## config.mk

```make
export PLATFORM = sky130hd
export DESIGN_NAME = tick_timer
export DESIGN_NICKNAME = d
export VERILOG_FILES = /design/src/rtl/tick_timer_pkg.sv /design/src/rtl/tt_rst_sync.sv /design/src/rtl/tt_match.sv /design/src/rtl/tt_ctrl_reg.sv /design/src/rtl/tt_count.sv /design/src/rtl/tick_timer.sv
export SDC_FILE = /design/constraint.sdc
export NUM_CORES = 1
export LEC_CHECK = 0
export CAP_MARGIN = 20
export CELL_PAD_IN_SITES_DETAIL_PLACEMENT = 1
export CELL_PAD_IN_SITES_GLOBAL_PLACEMENT = 1
export CORE_MARGIN = 8
export CORE_UTILIZATION = 54
export DETAILED_ROUTE_END_ITERATION = 10
export DONT_BUFFER_PORTS = 1
export PLACE_DENSITY_LB_ADDON = 0.2
export SLEW_MARGIN = 5
export SYNTH_ARGS = -nofsm -noshare
export SYNTH_HDL_FRONTEND = slang
export SYNTH_HIERARCHICAL = 1
export SYNTH_SLANG_ARGS = --single-unit
```

## constraint.sdc

```tcl
create_clock -name clk -period 4.2 [get_ports clk]
set_clock_uncertainty 0.05 [all_clocks]
set_input_delay 0.84 -clock clk [delete_from_list [all_inputs] [get_ports clk]]
set_output_delay 0.84 -clock clk [all_outputs]
set_load 0.01 [all_outputs]
```

## src/rtl/tick_timer_pkg.sv

```systemverilog
package tick_timer_pkg;
  typedef enum logic [1:0] {
    TM_OFF     = 2'b00,
    TM_RESTART = 2'b01,
    TM_ONESHOT = 2'b10,
    TM_CONT    = 2'b11
  } tmode_e;

  localparam int unsigned CTRL_RSVD = 4;  // pending, enable, two mode bits
endpackage

```

## src/rtl/tt_rst_sync.sv

```systemverilog
module tt_rst_sync #(
  parameter int unsigned STAGES = 2
) (
  input  logic clk,
  input  logic arst_ni,
  output logic rst_no
);
  logic [STAGES-1:0] sync_q;

  always_ff @(posedge clk or negedge arst_ni) begin
    if (!arst_ni) sync_q <= '0;
    else          sync_q <= {sync_q[STAGES-2:0], 1'b1};
  end

  assign rst_no = sync_q[STAGES-1];
endmodule

```

## src/rtl/tt_match.sv

```systemverilog
module tt_match
  import tick_timer_pkg::*;
#(
  parameter int unsigned PER_W = 28
) (
  input  logic [PER_W-1:0] cnt_field,
  input  logic [PER_W-1:0] period,
  input  tmode_e           mode,
  input  logic             halted,
  input  logic             tick_en,
  input  logic             cnt_we,
  output logic             run,
  output logic             hit
);
  logic [PER_W-1:0] field_inc;

  always_comb begin
    run       = (mode != TM_OFF) && !halted;
    field_inc = cnt_field + 1'b1;
    hit       = run && tick_en && !cnt_we && (field_inc == period);
  end
endmodule

```

## src/rtl/tt_ctrl_reg.sv

```systemverilog
module tt_ctrl_reg
  import tick_timer_pkg::*;
#(
  parameter int unsigned PER_W = 28,
  localparam int unsigned CW   = PER_W + CTRL_RSVD
) (
  input  logic             clk,
  input  logic             rst_ni,
  input  logic             we,
  input  logic [CW-1:0]    wdata,
  input  logic             hit,
  output logic [PER_W-1:0] period,
  output logic             ie,
  output logic             pend,
  output tmode_e           mode,
  output logic             halted
);
  logic [PER_W-1:0] period_n;
  logic             ie_n, pend_n, halted_n, pend_en, halt_en;
  tmode_e           mode_n;

  always_comb begin
    period_n = wdata[PER_W-1:0];
    ie_n     = wdata[PER_W+1];
    mode_n   = tmode_e'(wdata[PER_W+3:PER_W+2]);
    // Software can only clear pending; a match with enable sets it.
    pend_n   = (we ? (pend & wdata[PER_W]) : pend) | (hit & ie);
    pend_en  = we | (hit & ie);
    halt_en  = we | (hit && mode == TM_ONESHOT);
    halted_n = we ? 1'b0 : 1'b1;
  end

  always_ff @(posedge clk or negedge rst_ni) begin
    if (!rst_ni) begin
      period <= '0;
      ie     <= 1'b0;
      mode   <= TM_OFF;
    end else if (we) begin
      period <= period_n;
      ie     <= ie_n;
      mode   <= mode_n;
    end
  end

  always_ff @(posedge clk or negedge rst_ni) begin
    if (!rst_ni)      pend <= 1'b0;
    else if (pend_en) pend <= pend_n;
  end

  always_ff @(posedge clk or negedge rst_ni) begin
    if (!rst_ni)      halted <= 1'b0;
    else if (halt_en) halted <= halted_n;
  end


  pend_src_chk: assert property (@(posedge clk) disable iff (!rst_ni)
    (pend && !$past(pend)) |-> $past(hit && ie));


  pend_sticky_chk: assert property (@(posedge clk) disable iff (!rst_ni)
    ($past(pend) && !pend) |-> $past(we && !wdata[PER_W]));


  oneshot_halt_chk: assert property (@(posedge clk) disable iff (!rst_ni)
    (hit && mode == TM_ONESHOT && !we) |=> halted);
endmodule

```

## src/rtl/tt_count.sv

```systemverilog
module tt_count
  import tick_timer_pkg::*;
#(
  parameter int unsigned CNT_W = 32,
  parameter int unsigned PER_W = 28
) (
  input  logic             clk,
  input  logic             rst_ni,
  input  logic             tick_en,
  input  logic             run,
  input  logic             hit,
  input  tmode_e           mode,
  input  logic [PER_W-1:0] period,
  input  logic             we,
  input  logic [CNT_W-1:0] wdata,
  output logic [CNT_W-1:0] count
);
  logic [CNT_W-1:0] count_n;
  logic             count_en;

  always_comb begin
    count_en = we | (run & tick_en);
    if (we)                            count_n = wdata;
    else if (hit && mode == TM_RESTART) count_n = '0;
    else                               count_n = count + 1'b1;
  end

  always_ff @(posedge clk or negedge rst_ni) begin
    if (!rst_ni)       count <= '0;
    else if (count_en) count <= count_n;
  end


  restart_zero_chk: assert property (@(posedge clk) disable iff (!rst_ni)
    (hit && mode == TM_RESTART) |=> (count == '0));


  oneshot_field_chk: assert property (@(posedge clk) disable iff (!rst_ni)
    (hit && mode == TM_ONESHOT) |=> (count[PER_W-1:0] == $past(period)));


  cont_step_chk: assert property (@(posedge clk) disable iff (!rst_ni)
    (hit && mode == TM_CONT) |=> (count == $past(count) + 1'b1));


  off_hold_chk: assert property (@(posedge clk) disable iff (!rst_ni)
    (mode == TM_OFF && !we) |=> $stable(count));


  idle_hold_chk: assert property (@(posedge clk) disable iff (!rst_ni)
    (!tick_en && !we) |=> $stable(count));
endmodule

```

## src/rtl/tick_timer.sv

```systemverilog
module tick_timer
  import tick_timer_pkg::*;
#(
  parameter int unsigned CNT_W = 32,
  localparam int unsigned PER_W = CNT_W - CTRL_RSVD
) (
  input  logic             clk,
  input  logic             rst_n,
  input  logic             tick_en,
  input  logic             reg_we,
  input  logic             reg_addr,
  input  logic [CNT_W-1:0] reg_wdata,
  output logic [CNT_W-1:0] reg_rdata,
  output logic             irq
);
  logic             rst_i;
  logic             cnt_we, ctrl_we;
  logic [CNT_W-1:0] count;
  logic [PER_W-1:0] period;
  logic             ie, pend, halted, run, hit;
  tmode_e           mode;

  assign cnt_we  = reg_we && !reg_addr;
  assign ctrl_we = reg_we &&  reg_addr;

  tt_rst_sync #(.STAGES(2)) u_rst (
    .clk(clk), .arst_ni(rst_n), .rst_no(rst_i)
  );

  tt_match #(.PER_W(PER_W)) u_match (
    .cnt_field(count[PER_W-1:0]), .period(period), .mode(mode),
    .halted(halted), .tick_en(tick_en), .cnt_we(cnt_we),
    .run(run), .hit(hit)
  );

  tt_ctrl_reg #(.PER_W(PER_W)) u_ctrl (
    .clk(clk), .rst_ni(rst_i), .we(ctrl_we), .wdata(reg_wdata), .hit(hit),
    .period(period), .ie(ie), .pend(pend), .mode(mode), .halted(halted)
  );

  tt_count #(.CNT_W(CNT_W), .PER_W(PER_W)) u_count (
    .clk(clk), .rst_ni(rst_i), .tick_en(tick_en), .run(run), .hit(hit),
    .mode(mode), .period(period), .we(cnt_we), .wdata(reg_wdata),
    .count(count)
  );

  always_comb begin
    reg_rdata = reg_addr ? {mode, ie, pend, period} : count;
    irq       = pend;
  end


  rst_clear_chk: assert property (@(posedge clk)
    !rst_i |=> (count == '0 && !irq));
endmodule

```

# Word-level counts from Yosys, hierarchy flattened
# Index checks and enable logic that the tools add are counted.
# classes
add_sub_neg	2
mul	0
n_div	0
order_cmp	0
n_eq_ne	3
shift	0
mux	5
bitwise	7
n_reduce_logical	12
# ops
op	count
$mux W32	3
$add A32 B1 Y32 const B	1
$add A28 B1 Y28 const B	1
$eq A28 B28 Y1	1
$logic_and A1 B1 Y1	8
$or A1 B1 Y1	4
$and A1 B1 Y1	3
$logic_not A1 Y1	3
$eq A2 B1 Y1 const B	1
$eq A2 B2 Y1 const B	1
$mux W1	2
$reduce_bool A2 Y1	1
# totals
reg_bits	67
latch_bits	0
ramBits	0
rom_bits	0
input_bits	37
out_inout_bits	33
word_cells	36
n_memories	0

# Depth between registers and ports, before layout
# logic_depth
ltp_word	8
ltp_mapped	16
depth_no_buf	13

# Modules after synthesis
# Netlist, hierarchy kept.
# modules_own_cells
module	n_inst	cells_per_inst	area_per_inst_um2	seq_area_each_um2
tt_count	1	226	1919.3	800.8
tt_ctrl_reg	1	73	1386.3	825.8
tt_match	1	151	1079.8	0.0
tick_timer	1	38	544.3	0.0
tt_rst_sync	1	3	53.8	50.0

# Worst setup path after synthesis
# OpenSTA, ideal clock, no wires.
# synth_timing
kind	input to register
from	input port reg_addr
to	register u_count.count[22]
setup_ps	135
t_arrival_ps	3482
required_ps	4015
path_slack_ps	533
cell_stages	16
path_buffers	4
cell_sequence	buf_6 buf_8 nor2b_1 nand3b_1 a2111oi_0 o2111ai_1 nor4_4 nand3_1 nor3_2 nand3b_1 or3b_2 clkbuf_1 clkbuf_1 a31oi_1 o21ai_0 o211ai_1
# synth_between
elab_chain_cells	8
word_cells_on_any_way	9
# synth_rtl
element	line_no	source
from (decl)	tick_timer.sv:11	input logic reg_addr,
$logic_not A1 Y1	tick_timer.sv:23	assign cnt_we = reg_we && !reg_addr;
$logic_and A1 B1 Y1	tick_timer.sv:23	
via cnt_we	tick_timer.sv:17	logic cnt_we, ctrl_we;
$logic_not A1 Y1	tt_match.sv:20	hit = run && tick_en && !cnt_we && (field_inc == period);
$logic_and A1 B1 Y1 (2 in series)	tt_match.sv:20	
via hit	tick_timer.sv:20	logic ie, pend, halted, run, hit;
$logic_and A1 B1 Y1	tt_count.sv:24	else if (hit && mode == TM_RESTART) count_n = '0;
$mux W32	tt_count.sv:24	
$mux W32	tt_count.sv:23	if (we) count_n = wdata;
to (signal assigned)	tt_count.sv:30	else if (count_en) count <= count_n;
to (decl)	tt_count.sv:16	output logic [CNT_W-1:0] count
# The timed path passes the listed nets, and every way through them passes these cells.
# A chain may end at the register's enable or synchronous reset.

# Worst setup path in the final report
# layout_timing
from	register u_count.count[0]
to	register u_count.count[17]
# layout_between
elab_chain_cells	6
word_cells_on_any_way	7
# layout_rtl
element	line_no	source
$add A28 B1 Y28	tt_match.sv:19	field_inc = cnt_field + 1'b1;
$eq A28 B28 Y1	tt_match.sv:20	
$logic_and A1 B1 Y1	tt_match.sv:20	
via hit	tick_timer.sv:20	
$logic_and A1 B1 Y1	tt_count.sv:24	
$mux W32	tt_count.sv:24	
$mux W32	tt_count.sv:23	
# The timed path passes the listed nets, and every way through them passes these cells.

==> flow_metrics.py <==
metrics = {
    "clocking": {
        "clock_sink_count": 67,
        "tritoncts": "built",
        "maximum_number_of_buffers_from_clock_root_to_sink": 2,
        "clock_tree.htree_level_count": 3,
        "ctsRootBufferMaster": "sky130_fd_sc_hd__clkbuf_8",
        "cts-resized-gates": 0,
        "post_cts_hold_buffer_count": 0,
        "clk_pin_slew_ns": 0.08,
        "clock_latency_ns": 0.37,
        "postCtsSetupBuffers": 0,
        "cts_made_buffers": 9,
    },
    "yosys": {
        "syn-num-nets": 530,
        "synth.cell_area_sq_um": 4980,
        "synth-edff-count": 0,
        "top_cell_type_by_total_area_after_synthesis": "sky130_fd_sc_hd__dfrtp_1",
        "synth_sequential_area_ratio_pct": 33.6,
        "netlist_top_cells_count": "sky130_fd_sc_hd__dfrtp_1 (67), sky130_fd_sc_hd__mux2_4 (57), sky130_fd_sc_hd__nand2_1 (53), sky130_fd_sc_hd__xor2_1 (27), sky130_fd_sc_hd__o21ai_0 (26)",
        "ys_seq_elements": 67,
        "yosys_warnings": 6,
        "avgSynthCellArea_sq_um": 10.1,
        "synthCells": 491,
        "synth.top_cell.area_share_pct": 33.6,
        "post-synth-top-count-cell": "sky130_fd_sc_hd__dfrtp_1",
        "yosys-top-cells-area": "sky130_fd_sc_hd__dfrtp_1 (34%), sky130_fd_sc_hd__mux2_4 (17%), sky130_fd_sc_hd__xor2_1 (4.7%)",
        "synth_cell_type_count": 68,
        "ys_dominant_reg_cell": "sky130_fd_sc_hd__dfrtp_1",
        "ys_async_sr_fraction_pct": 100,
    },
    "sta": {
        "fmax_ghz": 0.257,
        "max_slew.worst_pin.slew_ns": 0.813,
        "min_period_over_period_pct": 92.6,
        "maxSlewHeadroom_pct": 45.8,
        "layout_min_cycle_time_ns": 3.89,
        "final-setup-viol-count": 0,
        "finalHoldViolCount": 0,
        "tns_ns": 0,
        "unrepaired_setup_endpoints_after_global_routing": "false",
        "drv_slew": 0,
        "final.hold.worst_slack_ns": 0.114,
    },
    "die": {
        "die_outline_height_microns": 112,
        "fp.dieW_microns": 112,
        "num_rows": 35,
        "die_area_sq_um": 12600,
        "floorplan.core_area_sq_um": 9110,
        "design.portCount": 70,
        "start_util_pct": 54.7,
    },
    "power_and_ir_drop": {
        "portion_of_total_power_attributed_to_sequential_cells_pct": 40.8,
        "post-layout-total-power_mw": 2.25,
        "total_switching_power_uw": 831,
        "areal_power_density_over_the_cells_nw_per_um2": 423,
        "power.switching_fraction_pct": 37.0,
        "power.share.combinational_pct": 33.0,
        "power.clock.fraction_pct": 26.2,
        "power.ir.vdd_worst_mv": 0.177,
        "p_int_mw": 1.42,
        "leak_pwr_nw": 2.16,
    },
    "worst_hold_path": {
        "hp-class": "in -> async",
    },
    "final_layout": {
        "final.fill_count": 1026,
        "diodes": 0,
        "drive_above_1_share_pct": 22.5,
        "layout.cell_area.non_filler_sq_um": 5320,
        "area_growth_pct": 6.70,
        "multi_input_comb_area_sq_um": 3110,
        "register_area_sq_um": 1680,
        "total_number_of_nets_in_the_final_design": 541,
    },
    "placed_design": {
        "post-dp-hpwl_microns": 10600,
        "gp_routability_congestion": 0.850,
        "dpl-instance-area_sq_um": 5080,
        "io_buffers": 0,
    },
    "worst_setup_path": {
        "reg2reg_setup_slack_ns": 0.31,
        "critical_path.slowest_cell": "sky130_fd_sc_hd__dfrtp_1",
        "critical_path_class": "reg -> reg",
        "crit_path_max_fanout": 14,
        "critical_path.cell_chain": "ha_1 > and4_1 > nand4_1 > or4_1 > a21oi_1 > o32a_1 > nand3_1 > nor3_2 > nand3b_1 > or3b_2 > a31oi_1 > o21ai_0 > o311ai_0",
        "regToRegEndpoint": "u_count/count[17]",
        "crit-reg2reg-launch": "u_count/count[0]",
        "crit_path_end_kind": "register",
        "critical-path-max-stage-delay_ns": 0.61,
        "worst_ep_arrival_time_ns": 4.05,
        "worst_path_dominant_cell_family": "simple AND/OR/NAND/NOR gates",
        "critical_path_buf_inv_count": 0,
        "critPathRequiredTime_ns": 4.36,
        "worst_r2r_path_depth": 13,
        "start_kind": "register",
    },
    "run_status": {
        "outcome": "finished, final reports clean",
    },
    "drt": {
        "initial_drc_count": 200,
        "drt.antenna.violating_nets": 0,
        "route.final.wire_length_microns": 15000,
        "routed_wire_length_per_instance_microns": 24.3,
        "remaining_drc_errors": 0,
        "vias": 4083,
        "drt_pass1_iterations": 5,
        "vias_per_cell": 6.61,
    },
    "global_routing": {
        "first_pass_grt_wire_length_microns": 24400,
        "grt_resource_usage_total_pct": 24.1,
        "grt_max_degree": 41,
        "via_count_of_the_first_global_routing_pass": 4483,
        "grt_antenna_before_repair": 0,
        "overflow": 0,
    },
    "run": {
        "drv_cap": 0,
    },
}
-- routing by layer --
layer  GRT usage [%]  vias up  share of wire (%)
li1                -     1841                  -
met1            29.9     2063                 43
met2            39.1      145                 47
met3            5.90       34                6.3
met4            10.6        0                3.0
met5               0        -                  0
-- cell usage in the layout, fill, tap and decap left out, types with 3 or more instances in the layout --
master                     count
sky130_fd_sc_hd__nand4b_1      4
sky130_fd_sc_hd__nand2_1      53
sky130_fd_sc_hd__and3_1       10
sky130_fd_sc_hd__a21oi_1      11
sky130_fd_sc_hd__nand2b_1      4
sky130_fd_sc_hd__a31oi_1       5
sky130_fd_sc_hd__xor2_1       27
sky130_fd_sc_hd__o21ai_0      26
sky130_fd_sc_hd__and4_1        4
sky130_fd_sc_hd__buf_4        17
sky130_fd_sc_hd__o211ai_1      4
sky130_fd_sc_hd__mux2_2        7
sky130_fd_sc_hd__and2_1        7
sky130_fd_sc_hd__nand4_1      19
sky130_fd_sc_hd__nor4_1        9
sky130_fd_sc_hd__inv_1         7
sky130_fd_sc_hd__xnor2_1      21
sky130_fd_sc_hd__o221ai_1      3
sky130_fd_sc_hd__a21o_1        5
sky130_fd_sc_hd__nand3_1      21
sky130_fd_sc_hd__dfrtp_1      66
sky130_fd_sc_hd__mux2i_1       7
sky130_fd_sc_hd__nor2_1       22
sky130_fd_sc_hd__nand3b_1      5
sky130_fd_sc_hd__mux2_4       57
sky130_fd_sc_hd__clkbuf_8     12
sky130_fd_sc_hd__nor3_1       12
sky130_fd_sc_hd__or4_1         3
-- registers in the layout, summed over array words and instances, names as in the netlist --
signal and flops:
u_ctrl/mode 2, u_rst/sync_q 2, u_ctrl/halted 1, u_ctrl/pend 1, u_count/count 32, u_ctrl/ie 1
u_ctrl/period 28
-- metrics by stage --
stage / setup slack, ns / cells / utilization [%]
2_1_floorplan: 0.533 / 491 / -
3_3_place_gp: 0.471 / 601 / 55.7
3_5_place_dp: 0.386 / 601 / 55.7
4_1_cts: 0.392 / 617 / 58.1
5_1_grt: 0.0723 / 618 / 58.4
6_report: 0.313 / 618 / 58.4
-- how the worst max path moves through the flow --
stage	start	to	slack [ns]	cells after the start
6_report	u_count/count[0]	u_count/count[17]	0.31	13
5_1_grt	u_count/count[0]	u_count/count[17]	0.07	13
4_1_cts	u_count/count[0]	u_count/count[17]	0.39	13
3_5_place_dp	reg_we	u_count/count[17]	0.39	12
3_3_place_gp	reg_we	u_count/count[17]	0.47	12
2_1_floorplan	reg_addr	u_count/count[22]	0.53	16
-- area by class of cell --
cell class	instances	share of cell area (%)
Timing Repair Buffer	18	2.92
Clock inverter	4	0.894
Clock buffer	12	3.11
Sequential cell	67	31.6
Tap cell	111	2.61
Multi-Input combinational cell	399	58.4
Inverter	7	0.494
-- logic make-up after synthesis --
logic type	count (synthesis)	share of synthesized area, %
multiplexers	71	20.2
AO/OA/AOI/OAI	84	11.2
other	1	0.0752
AND/OR/NAND/NOR	193	21.8
buffers and inverters	25	4.09
adder cells (fa/ha/maj)	2	0.502
flip-flops	67	33.6
XOR/XNOR	48	8.44
-- power groups by stage --
| stage | Combinational [mW] | Clock (mW) | Sequential (mW) |
|---|---|---|---|
| after global placement | 0.706 | 0 | 0.914 |
| final | 0.743 | 0.589 | 0.918 |
| after global routing | 0.803 | 0.621 | 0.938 |
| after CTS | 0.736 | 0.594 | 0.915 |
| after floorplan | 0.544 | 0 | 0.911 |
| after detailed placement | 0.730 | 0 | 0.925 |
(Power assumes the default switching activity.)
